===== config.mk =====
export PLATFORM = sky130hd
export DESIGN_NAME = adc_par_ctrl
export DESIGN_NICKNAME = d
export VERILOG_FILES = /design/src/rtl/adc_par_pkg.sv /design/src/rtl/adc_par_tmr.sv /design/src/rtl/adc_par_seq.sv /design/src/rtl/adc_par_cap.sv /design/src/rtl/adc_par_ctrl.sv
export SDC_FILE = /design/constraint.sdc
export NUM_CORES = 1
export LEC_CHECK = 0
export BUFFER_PORTS_ARGS = -buffer_cell sky130_fd_sc_hd__buf_2
export CAP_MARGIN = 10
export CORE_MARGIN = 2
export CORE_UTILIZATION = 58
export CTS_CLUSTER_DIAMETER = 100
export CTS_CLUSTER_SIZE = 25
export DETAILED_ROUTE_END_ITERATION = 12
export PLACE_DENSITY = 0.82
export RECOVER_POWER = 50
export SYNTH_ARGS = -nofsm -noshare
export SYNTH_HDL_FRONTEND = slang
export SYNTH_SLANG_ARGS = --single-unit

===== constraint.sdc =====
create_clock -name clk_i -period 4 [get_ports clk_i]
set_input_delay 0.8 -clock clk_i [delete_from_list [all_inputs] [get_ports clk_i]]
set_output_delay 0.8 -clock clk_i [all_outputs]
set_load 0.01 [all_outputs]

===== src/rtl/adc_par_pkg.sv =====
package adc_par_pkg;
  typedef enum logic [2:0] {
    ST_IDLE, ST_CONV, ST_WAIT, ST_RD1, ST_GAP, ST_RD2, ST_REST
  } st_e;

  function automatic int max2(input int a, input int b);
    return (a > b) ? a : b;
  endfunction
endpackage


===== src/rtl/adc_par_tmr.sv =====
module adc_par_tmr #(
  parameter int W = 8
) (
  input  logic         clk_i,
  input  logic         rst_ni,
  input  logic         load_i,
  input  logic [W-1:0] val_i,
  output logic         done_o
);
  logic [W-1:0] cnt_q;

  always_ff @(posedge clk_i or negedge rst_ni) begin
    if (!rst_ni)             cnt_q <= '0;
    else if (load_i)         cnt_q <= val_i;
    else if (cnt_q != '0)    cnt_q <= cnt_q - 1'b1;
  end

  assign done_o = (cnt_q == '0);
endmodule


===== src/rtl/adc_par_seq.sv =====
module adc_par_seq
  import adc_par_pkg::*;
#(
  parameter int CONV_LO_CYC    = 2,
  parameter int CONV_HI_CYC    = 2,
  parameter int BUSY_IGN_CYC   = 3,
  parameter int RD_LO_CYC      = 5,
  parameter int RD_HI_CYC      = 2,
  parameter int CS_HI_CYC      = 2,
  parameter int BYTE_GAP_CYC   = 5,
  parameter int RD_TO_CONV_CYC = 5,
  parameter int TIMEOUT_CYC    = 64
) (
  input  logic clk_i,
  input  logic rst_ni,
  input  logic trig_i,
  input  logic free_run_i,
  input  logic byte_mode_i,
  input  logic busy_i,
  output logic convst_no,
  output logic cs_no,
  output logic rd_no,
  output logic byte_o,
  output logic cap_o,
  output logic cap_word_o,
  output logic cap_lo_o,
  output logic err_o
);
  localparam int GAP_CYC  = max2(RD_HI_CYC, BYTE_GAP_CYC);
  localparam int REST_CYC = max2(RD_TO_CONV_CYC, max2(CS_HI_CYC, CONV_HI_CYC));
  localparam int MAX_CYC  = max2(max2(GAP_CYC, REST_CYC),
                                 max2(max2(CONV_LO_CYC, BUSY_IGN_CYC), max2(RD_LO_CYC, TIMEOUT_CYC)));
  localparam int CW = $clog2(MAX_CYC + 1);

  st_e st_q, st_d;
  logic mode_q, err_q, err_d;
  logic t_load, t_done, to_load, to_done;
  logic [CW-1:0] t_val;
  logic start;

  assign start = trig_i | free_run_i;

  adc_par_tmr #(.W(CW)) u_phase (
    .clk_i, .rst_ni, .load_i(t_load), .val_i(t_val), .done_o(t_done)
  );

  adc_par_tmr #(.W(CW)) u_tout (
    .clk_i, .rst_ni, .load_i(to_load), .val_i(CW'(TIMEOUT_CYC - 1)), .done_o(to_done)
  );

  always_comb begin
    st_d    = st_q;
    t_load  = 1'b0;
    t_val   = '0;
    to_load = 1'b0;
    cap_o   = 1'b0;
    err_d   = 1'b0;
    unique case (st_q)
      ST_IDLE: if (start) begin
        st_d = ST_CONV; t_load = 1'b1; t_val = CW'(CONV_LO_CYC - 1);
      end
      ST_CONV: if (t_done) begin
        st_d = ST_WAIT; t_load = 1'b1; t_val = CW'(BUSY_IGN_CYC - 1); to_load = 1'b1;
      end
      ST_WAIT: if (t_done) begin
        if (!busy_i) begin
          st_d = ST_RD1; t_load = 1'b1; t_val = CW'(RD_LO_CYC - 1);
        end else if (to_done) begin
          st_d = ST_REST; t_load = 1'b1; t_val = CW'(REST_CYC - 1); err_d = 1'b1;
        end
      end
      ST_RD1: if (t_done) begin
        cap_o  = 1'b1;
        t_load = 1'b1;
        if (mode_q) begin st_d = ST_GAP;  t_val = CW'(GAP_CYC - 1);  end
        else        begin st_d = ST_REST; t_val = CW'(REST_CYC - 1); end
      end
      ST_GAP: if (t_done) begin
        st_d = ST_RD2; t_load = 1'b1; t_val = CW'(RD_LO_CYC - 1);
      end
      ST_RD2: if (t_done) begin
        cap_o = 1'b1; st_d = ST_REST; t_load = 1'b1; t_val = CW'(REST_CYC - 1);
      end
      ST_REST: if (t_done) st_d = ST_IDLE;
      default: st_d = ST_IDLE;
    endcase
  end

  always_ff @(posedge clk_i or negedge rst_ni) begin
    if (!rst_ni) begin
      st_q   <= ST_IDLE;
      mode_q <= 1'b0;
      err_q  <= 1'b0;
    end else begin
      st_q  <= st_d;
      err_q <= err_d;
      if (st_q == ST_IDLE && start) mode_q <= byte_mode_i;
    end
  end

  // strobes are decoded from the state register only
  assign convst_no  = (st_q != ST_CONV);
  assign cs_no      = (st_q == ST_IDLE) || (st_q == ST_REST);
  assign rd_no      = !((st_q == ST_RD1) || (st_q == ST_RD2));
  assign byte_o     = (st_q == ST_GAP) || (st_q == ST_RD2);
  assign cap_word_o = !mode_q;
  assign cap_lo_o   = (st_q == ST_RD2);
  assign err_o      = err_q;
endmodule


===== src/rtl/adc_par_cap.sv =====
module adc_par_cap #(
  parameter int DATA_W = 16
) (
  input  logic                     clk_i,
  input  logic                     rst_ni,
  input  logic                     cap_i,
  input  logic                     word_i,
  input  logic                     lo_i,
  input  logic [DATA_W-1:0]        data_i,
  output logic signed [DATA_W-1:0] smp_o,
  output logic                     valid_o
);
  localparam int HALF_W = DATA_W / 2;

  logic [HALF_W-1:0] hi_q;

  always_ff @(posedge clk_i or negedge rst_ni) begin
    if (!rst_ni) begin
      hi_q    <= '0;
      smp_o   <= '0;
      valid_o <= 1'b0;
    end else begin
      valid_o <= 1'b0;
      if (cap_i) begin
        if (word_i) begin
          smp_o   <= data_i;
          valid_o <= 1'b1;
        end else if (!lo_i) begin
          hi_q <= data_i[HALF_W-1:0];
        end else begin
          smp_o   <= {hi_q, data_i[HALF_W-1:0]};
          valid_o <= 1'b1;
        end
      end
    end
  end
endmodule


===== src/rtl/adc_par_ctrl.sv =====
module adc_par_ctrl #(
  parameter int DATA_W         = 16,
  parameter int CONV_LO_CYC    = 2,
  parameter int CONV_HI_CYC    = 2,
  parameter int BUSY_IGN_CYC   = 3,
  parameter int RD_LO_CYC      = 5,
  parameter int RD_HI_CYC      = 2,
  parameter int CS_HI_CYC      = 2,
  parameter int BYTE_GAP_CYC   = 5,
  parameter int RD_TO_CONV_CYC = 5,
  parameter int TIMEOUT_CYC    = 64
) (
  input  logic                     clk_i,
  input  logic                     rst_ni,
  input  logic                     trig_i,
  input  logic                     free_run_i,
  input  logic                     byte_mode_i,
  input  logic                     adc_busy_i,
  input  logic [DATA_W-1:0]        adc_data_i,
  output logic                     adc_convst_no,
  output logic                     adc_cs_no,
  output logic                     adc_rd_no,
  output logic                     adc_byte_o,
  output logic signed [DATA_W-1:0] smp_o,
  output logic                     smp_valid_o,
  output logic                     err_o
);
  logic cap, cap_word, cap_lo;

  adc_par_seq #(
    .CONV_LO_CYC(CONV_LO_CYC), .CONV_HI_CYC(CONV_HI_CYC), .BUSY_IGN_CYC(BUSY_IGN_CYC),
    .RD_LO_CYC(RD_LO_CYC), .RD_HI_CYC(RD_HI_CYC), .CS_HI_CYC(CS_HI_CYC),
    .BYTE_GAP_CYC(BYTE_GAP_CYC), .RD_TO_CONV_CYC(RD_TO_CONV_CYC), .TIMEOUT_CYC(TIMEOUT_CYC)
  ) u_seq (
    .clk_i, .rst_ni, .trig_i, .free_run_i, .byte_mode_i,
    .busy_i(adc_busy_i),
    .convst_no(adc_convst_no), .cs_no(adc_cs_no), .rd_no(adc_rd_no), .byte_o(adc_byte_o),
    .cap_o(cap), .cap_word_o(cap_word), .cap_lo_o(cap_lo), .err_o
  );

  adc_par_cap #(.DATA_W(DATA_W)) u_cap (
    .clk_i, .rst_ni, .cap_i(cap), .word_i(cap_word), .lo_i(cap_lo),
    .data_i(adc_data_i), .smp_o, .valid_o(smp_valid_o)
  );
endmodule


# --- Word level (Yosys, flattened, before mapping) ---
# Index checks and enable logic that the tools add are counted.
# Widths: inputs -> output; s select.
totals:
  regBits: 44
  out_inout_bits: 22
  wordCells: 84
op_classes:
  addsub: 2
  eq_ne: 16
  mux: 38
  bitwise: 2
  n_reduce_logical: 18
ops:
  columns: ["operator", "n"]
  rows:
  - ["$mux 7", 6]
  - ["$mux 3", 11]
  - ["$mux 16", 2]
  - ["$pmux 7 s4", 1]
  - ["$pmux 3 s7", 1]
  - ["$logic_not 7->1", 2]
  - ["$mux 1", 14]
  - ["$ne 2x1->1 const B", 7]
  - ["$reduce_bool 7->1", 2]
  - ["$sub 7x1->7 const B", 2]
  - ["$eq 3x3->1 const B", 3]
  - ["$reduce_and 8->1", 1]
  - ["$eq 3x2->1 const B", 2]
  - ["$mux 2", 2]
  - ["$reduce_bool 2->1", 2]
  - ["$reduce_or 4->1", 1]
  - ["$eq 3x1->1 const B", 1]
  - ["$logic_not 3->1", 1]
  - ["$logic_or 1x1->1", 3]
  - ["$ne 3x1->1 const B", 1]
  - ["$ne 3x2->1 const B", 1]
  - ["$pmux 1 s3", 1]
  - ["$reduce_and 3->1", 1]
  - ["$reduce_or 3->1", 1]
  - ["7 further kinds", 7]

# --- Logic depth before layout (Yosys ltp) ---
depth:
  ltp_word: 6
  mapped_depth: 7
  depth_no_buf: 6

# --- By module ---
# From an unflattened synthesis, not the netlist that was laid out.
hier_totals:
  cells_unflattened: 213
  hier_area_um2: 2314.7
modules_own_cells:
  columns: ["module", "instances", "cells_per_inst", "area_each_um2"]
  rows:
  - ["adc_par_cap", 1, 79, 1046.0]
  - ["adc_par_tmr", 2, 43, 434.2]
  - ["adc_par_seq", 1, 48, 400.4]

# --- Worst setup path before layout ---
# OpenSTA, ideal clock, no wires.
synth_timing:
  path_kind: "register to register"
  from: "register u_seq.u_phase.cnt_q[0]"
  to: "register u_seq.u_phase.cnt_q[1]"
  setup_ns: 0.111
  t_arrival_ns: 1.843
  t_required_ns: 3.889
  slack_ns: 2.046
  stages_incl_launch_ff: 8
  n_path_buf: 1
  synth_period_minus_slack_ns: 1.954
  cell_sequence: "dfrtp_1 inv_1 ha_1 or4b_1 buf_2 nor4_4 a211oi_1 a2111oi_2"
synth_via:
  elab_chain_cells: 4
synth_lines:
  columns: ["item", "line_no", "source"]
  rows:
  - ["start: declaration", "adc_par_tmr.sv:10", "logic [W-1:0] cnt_q;"]
  - ["start signal: assignment", "adc_par_tmr.sv:14", "else if (load_i) cnt_q <= val_i;"]
  - ["start signal: assignment", "adc_par_tmr.sv:15", "else if (cnt_q != '0) cnt_q <= cnt_q - 1'b1;"]
  - ["parallel branches: the longest is 4 deep, another holds $sub 7x1->7", null, null]
# Parallel ways; which one is timed is not known. The select of a mux whose other input is x is not followed.
# A chain may end at the register's enable or synchronous reset.

==> summary.md <==
| Metric | Value |
|---|---|
| Status | complete, but fails checks |
| Failing checks | max-capacitance violations, max-slew violations |
| Crit end category | asynchronous set/reset pin |
| Reg2reg end | u_cap.smp_o[1] |
| Worst slew margin | -52.32% |
| Input/output buffers | 43 |
| Setup violators final | 0 |
| CTS sink count | 44 |
| Post-synth top area cell | dfrtp_1 |
| Reg-to-reg setup timing slack | between 1.5 and 2 ns |
| TritonCTS clock tree | yes |
| Max Clk Rate | ~0.41 GHz |
| Via-to-Cell Ratio | around 5.6 |
| Ports | 44 |
| Register area share after synthesis | a little over half |
| Syn_area_per_cell | approximately 11 um^2 |
| Post-CTS setup buffer count | 0 |
| Share of synthesized registers carrying an async set or reset | 100.0% |
| CTS Hold Bufs | 0 |
| Layout area overhead | 12.71% |
| Final wirelength | approximately 4000 um |
| Worst Hold Depth | 2 |
| CP max stage delay | between 1.5 and 2 ns |
| Worst Max-Slew Pin Slew | about 2.3 ns |
| Worst R2R Start | u_seq.u_phase.cnt_q[0] |
| Row count | 21 |
| Fin util | between 60% and 70% |
| Worst Hold Class | register to register |
| H-tree levels | 2 |
| WL/cell | about 15 um |
| Yosys warns | 0 |
| Post-synthesis cell type count | 41 |
| WP depth | 1 |
| Pre-antenna DRT Iters | 5 |
| Tot GR Track Use | 23.44% |
| Total power | roughly 1.8 mW |
| Startpoint Class | primary input |
| Leak Pwr | between 1 and 1.5 nW |
| DRC Markers | 0 |
| #FFs+latches synth | 44 |
| Pwr dens | about 740 nW/um^2 |
| Ranking of synthesized cells by area | dfrtp_1 (52%), mux2_2 (9.0%), o21ai_0 (4.5%) |
| Total Neg Setup Slack | 0 ns |
| Crit path required time | between 4 and 5 ns |
| CP cell instances | clkbuf_1 |
| Die width | between 60 and 70 um |
| Initial antenna violation count | 0 |
| Clk root buf | clkbuf_4 |
| Worst hold start | u_cap.smp_o[10] |
| Clk_lat worst skew | around 0.36 ns |
| Placed cell area | around 2300 um^2 |
| EDFF count, synth | 0 |
| Core box area | roughly 3400 um^2 |
| Synthesized area | ~2100 um^2 |
| Die area | about 4100 um^2 |
| Starting density of the core | between 60 and 70% |
| Mapped Cells | 194 |
| Antenna Nets Post-Route | 0 |
| Final hold vios | 0 |
| Overall via count from detail_route | ~1600 |
| DRT iter0 DRCs | 168 |
| Cts bufs inserted | 5 |
| Arr. time, crit path | 2.42 ns |
| First-pass GRT wire length | 7452 um |
| Cts repair resizes | 0 |
| Synth Net Count | 218 |
| Final Net Count | about 260 |
| Height of the die | approximately 64 um |
| Hpwl dp | a little under 3000 um |
| Slew Limit Fails | 45 |
| Maximum VDD drop | between 0.0004 and 0.0005 V |
| Worst path bufs/invs | 1 |
| Min cycle time layout | approximately 2.4 ns |
| Clk pin slew, worst setup/hold paths | between 0.1 and 0.15 ns |
| Reg2Reg Depth | 5 |
| Final instance area | ~2400 um^2 |
| Total global routing overflow | 0 |
| Largest net degree at the start of global routing | 45 |
| Crit Path Category | primary input to asynchronous set/reset pin |
| Max-cap violations | 1 |
| RSZ-0062 raised after global routing | no |
| GP Congestion | around 0.87 |
| Yosys top cell area share | roughly 52% |
| Hold endpoint | u_cap.smp_o[10] |
| Pre-CTS WS | ~1.7 ns |
| ANT cells | 0 |
| Clock Skew | around 0.014 ns |
| Vias in the first global route | about 1600 |
| Clock buffer depth | 2 |
| Max FO, Critical Path | 44 |
| CP delay by family, top | buffers and inverters |
| CP max stage cell | clkbuf_1 |
| Synth Flop Type | dfrtp_1 |
| Share of layout cells above drive strength 1 | roughly 28% |
| Crit share post-route | 60.41% |
| Final worst-path setup slack | 1.584 ns |
==> tightest hold or removal path, cell delays in order (launching register included) <==
cell,delay [ns]
dfrtp_1,0.36
nand2_1,0.05
o21ai_0,0.06
==> where the power goes <==
group / internal (mW) / leakage (nW) / switching (mW)
logic: 0.362 / 0.547 / 0.382
registers: 0.631 / 0.533 / 0.191
clock network: 0.0642 / 0.0271 / 0.141
total: 1.06 / 1.11 / 0.714
==> metal layers <==
metal	global-route usage [%]	wire (um)	part of all wire, %	up-vias
met3	6.514	212	5.2	8
met5	0	0	0	-
met4	6.915	49	1.2	0
met1	32.63	1856	45	740
li1	-	-	-	760
met2	36.07	1964	48	52
==> registers in the layout (all words and copies together), names as in the netlist <==
signal and flops:
u_cap.hi_q 8, u_cap.smp_o 16, u_cap.valid_o 1, u_seq.err_o 1, u_seq.mode_q 1, u_seq.st_q 3, u_seq.u_phase.cnt_q 7, u_seq.u_tout.cnt_q 7
==> metrics by stage <==
step,hold WS [ns],cells
final,0.4991,280
after detailed placement,0.4778,273
after floorplan,0.4805,194
after global placement,0.4656,273
after global routing,0.5381,280
after CTS,0.5065,280
==> area by class of cell <==
type,instances,area (um^2)
Clock buffer,5,37.54
Clock inverter,2,12.51
Fill cell,278,1031
Inverter,5,18.77
Multi-Input combinational cell,135,957.2
Sequential cell,44,1101
Tap cell,46,57.56
Timing Repair Buffer,43,200.2
==> kinds of logic (layout without fill, tap and decap cells) <==
| family | after synthesis | in the layout | share of synthesized area [%] |
|---|---|---|---|
| AND/OR/NAND/NOR | 62 | 62 | 16.38 |
| flip-flops | 44 | 44 | 52.04 |
| AO/OA/AOI/OAI | 39 | 39 | 11.95 |
| multiplexers | 25 | 25 | 12.83 |
| buffers and inverters | 15 | 55 | 2.720 |
| XOR/XNOR | 7 | 7 | 2.898 |
| adder cells (fa/ha/maj) | 2 | 2 | 1.183 |
==> placed cells by master (no fill, tap or decap), types with 3 or more instances in the layout <==
master	count
a21oi_1	6
nor2b_1	3
nor3_1	4
o211ai_1	3
clkbuf_1	12
nand2_1	18
or2_2	4
nand3_1	3
xor2_1	4
xnor2_1	3
inv_1	5
mux2_2	17
nor2_1	13
o21ai_0	19
dfrtp_1	44
clkbuf_4	5
mux2i_1	8
buf_2	31
==> how the worst max path moves through the flow <==
stage                            from                     end  slack [ns]
5_1_grt                        rst_ni          u_cap.smp_o[9]        1.08
4_1_cts                 u_seq.st_q[2]               adc_rd_no        1.58
3_5_place_dp   u_seq.u_phase.cnt_q[0]          u_cap.smp_o[7]        1.69
6_report                       rst_ni           u_cap.hi_q[2]        1.58
3_3_place_gp   u_seq.u_phase.cnt_q[0]          u_cap.smp_o[1]        1.76
2_1_floorplan  u_seq.u_phase.cnt_q[0]  u_seq.u_phase.cnt_q[1]        2.05
==> cell usage after synthesis (all sizes together), types with 3 or more instances <==
master  instances
dfrtp          44
nand2          18
xnor2           3
xor2            4
mux2           17
inv             5
or2             4
o21ai          19
nand3           3
nor3            4
nor2b           3
mux2i           8
o211ai          3
clkbuf          8
a21oi           6
nor2           15
(Power assumes the default switching activity.)
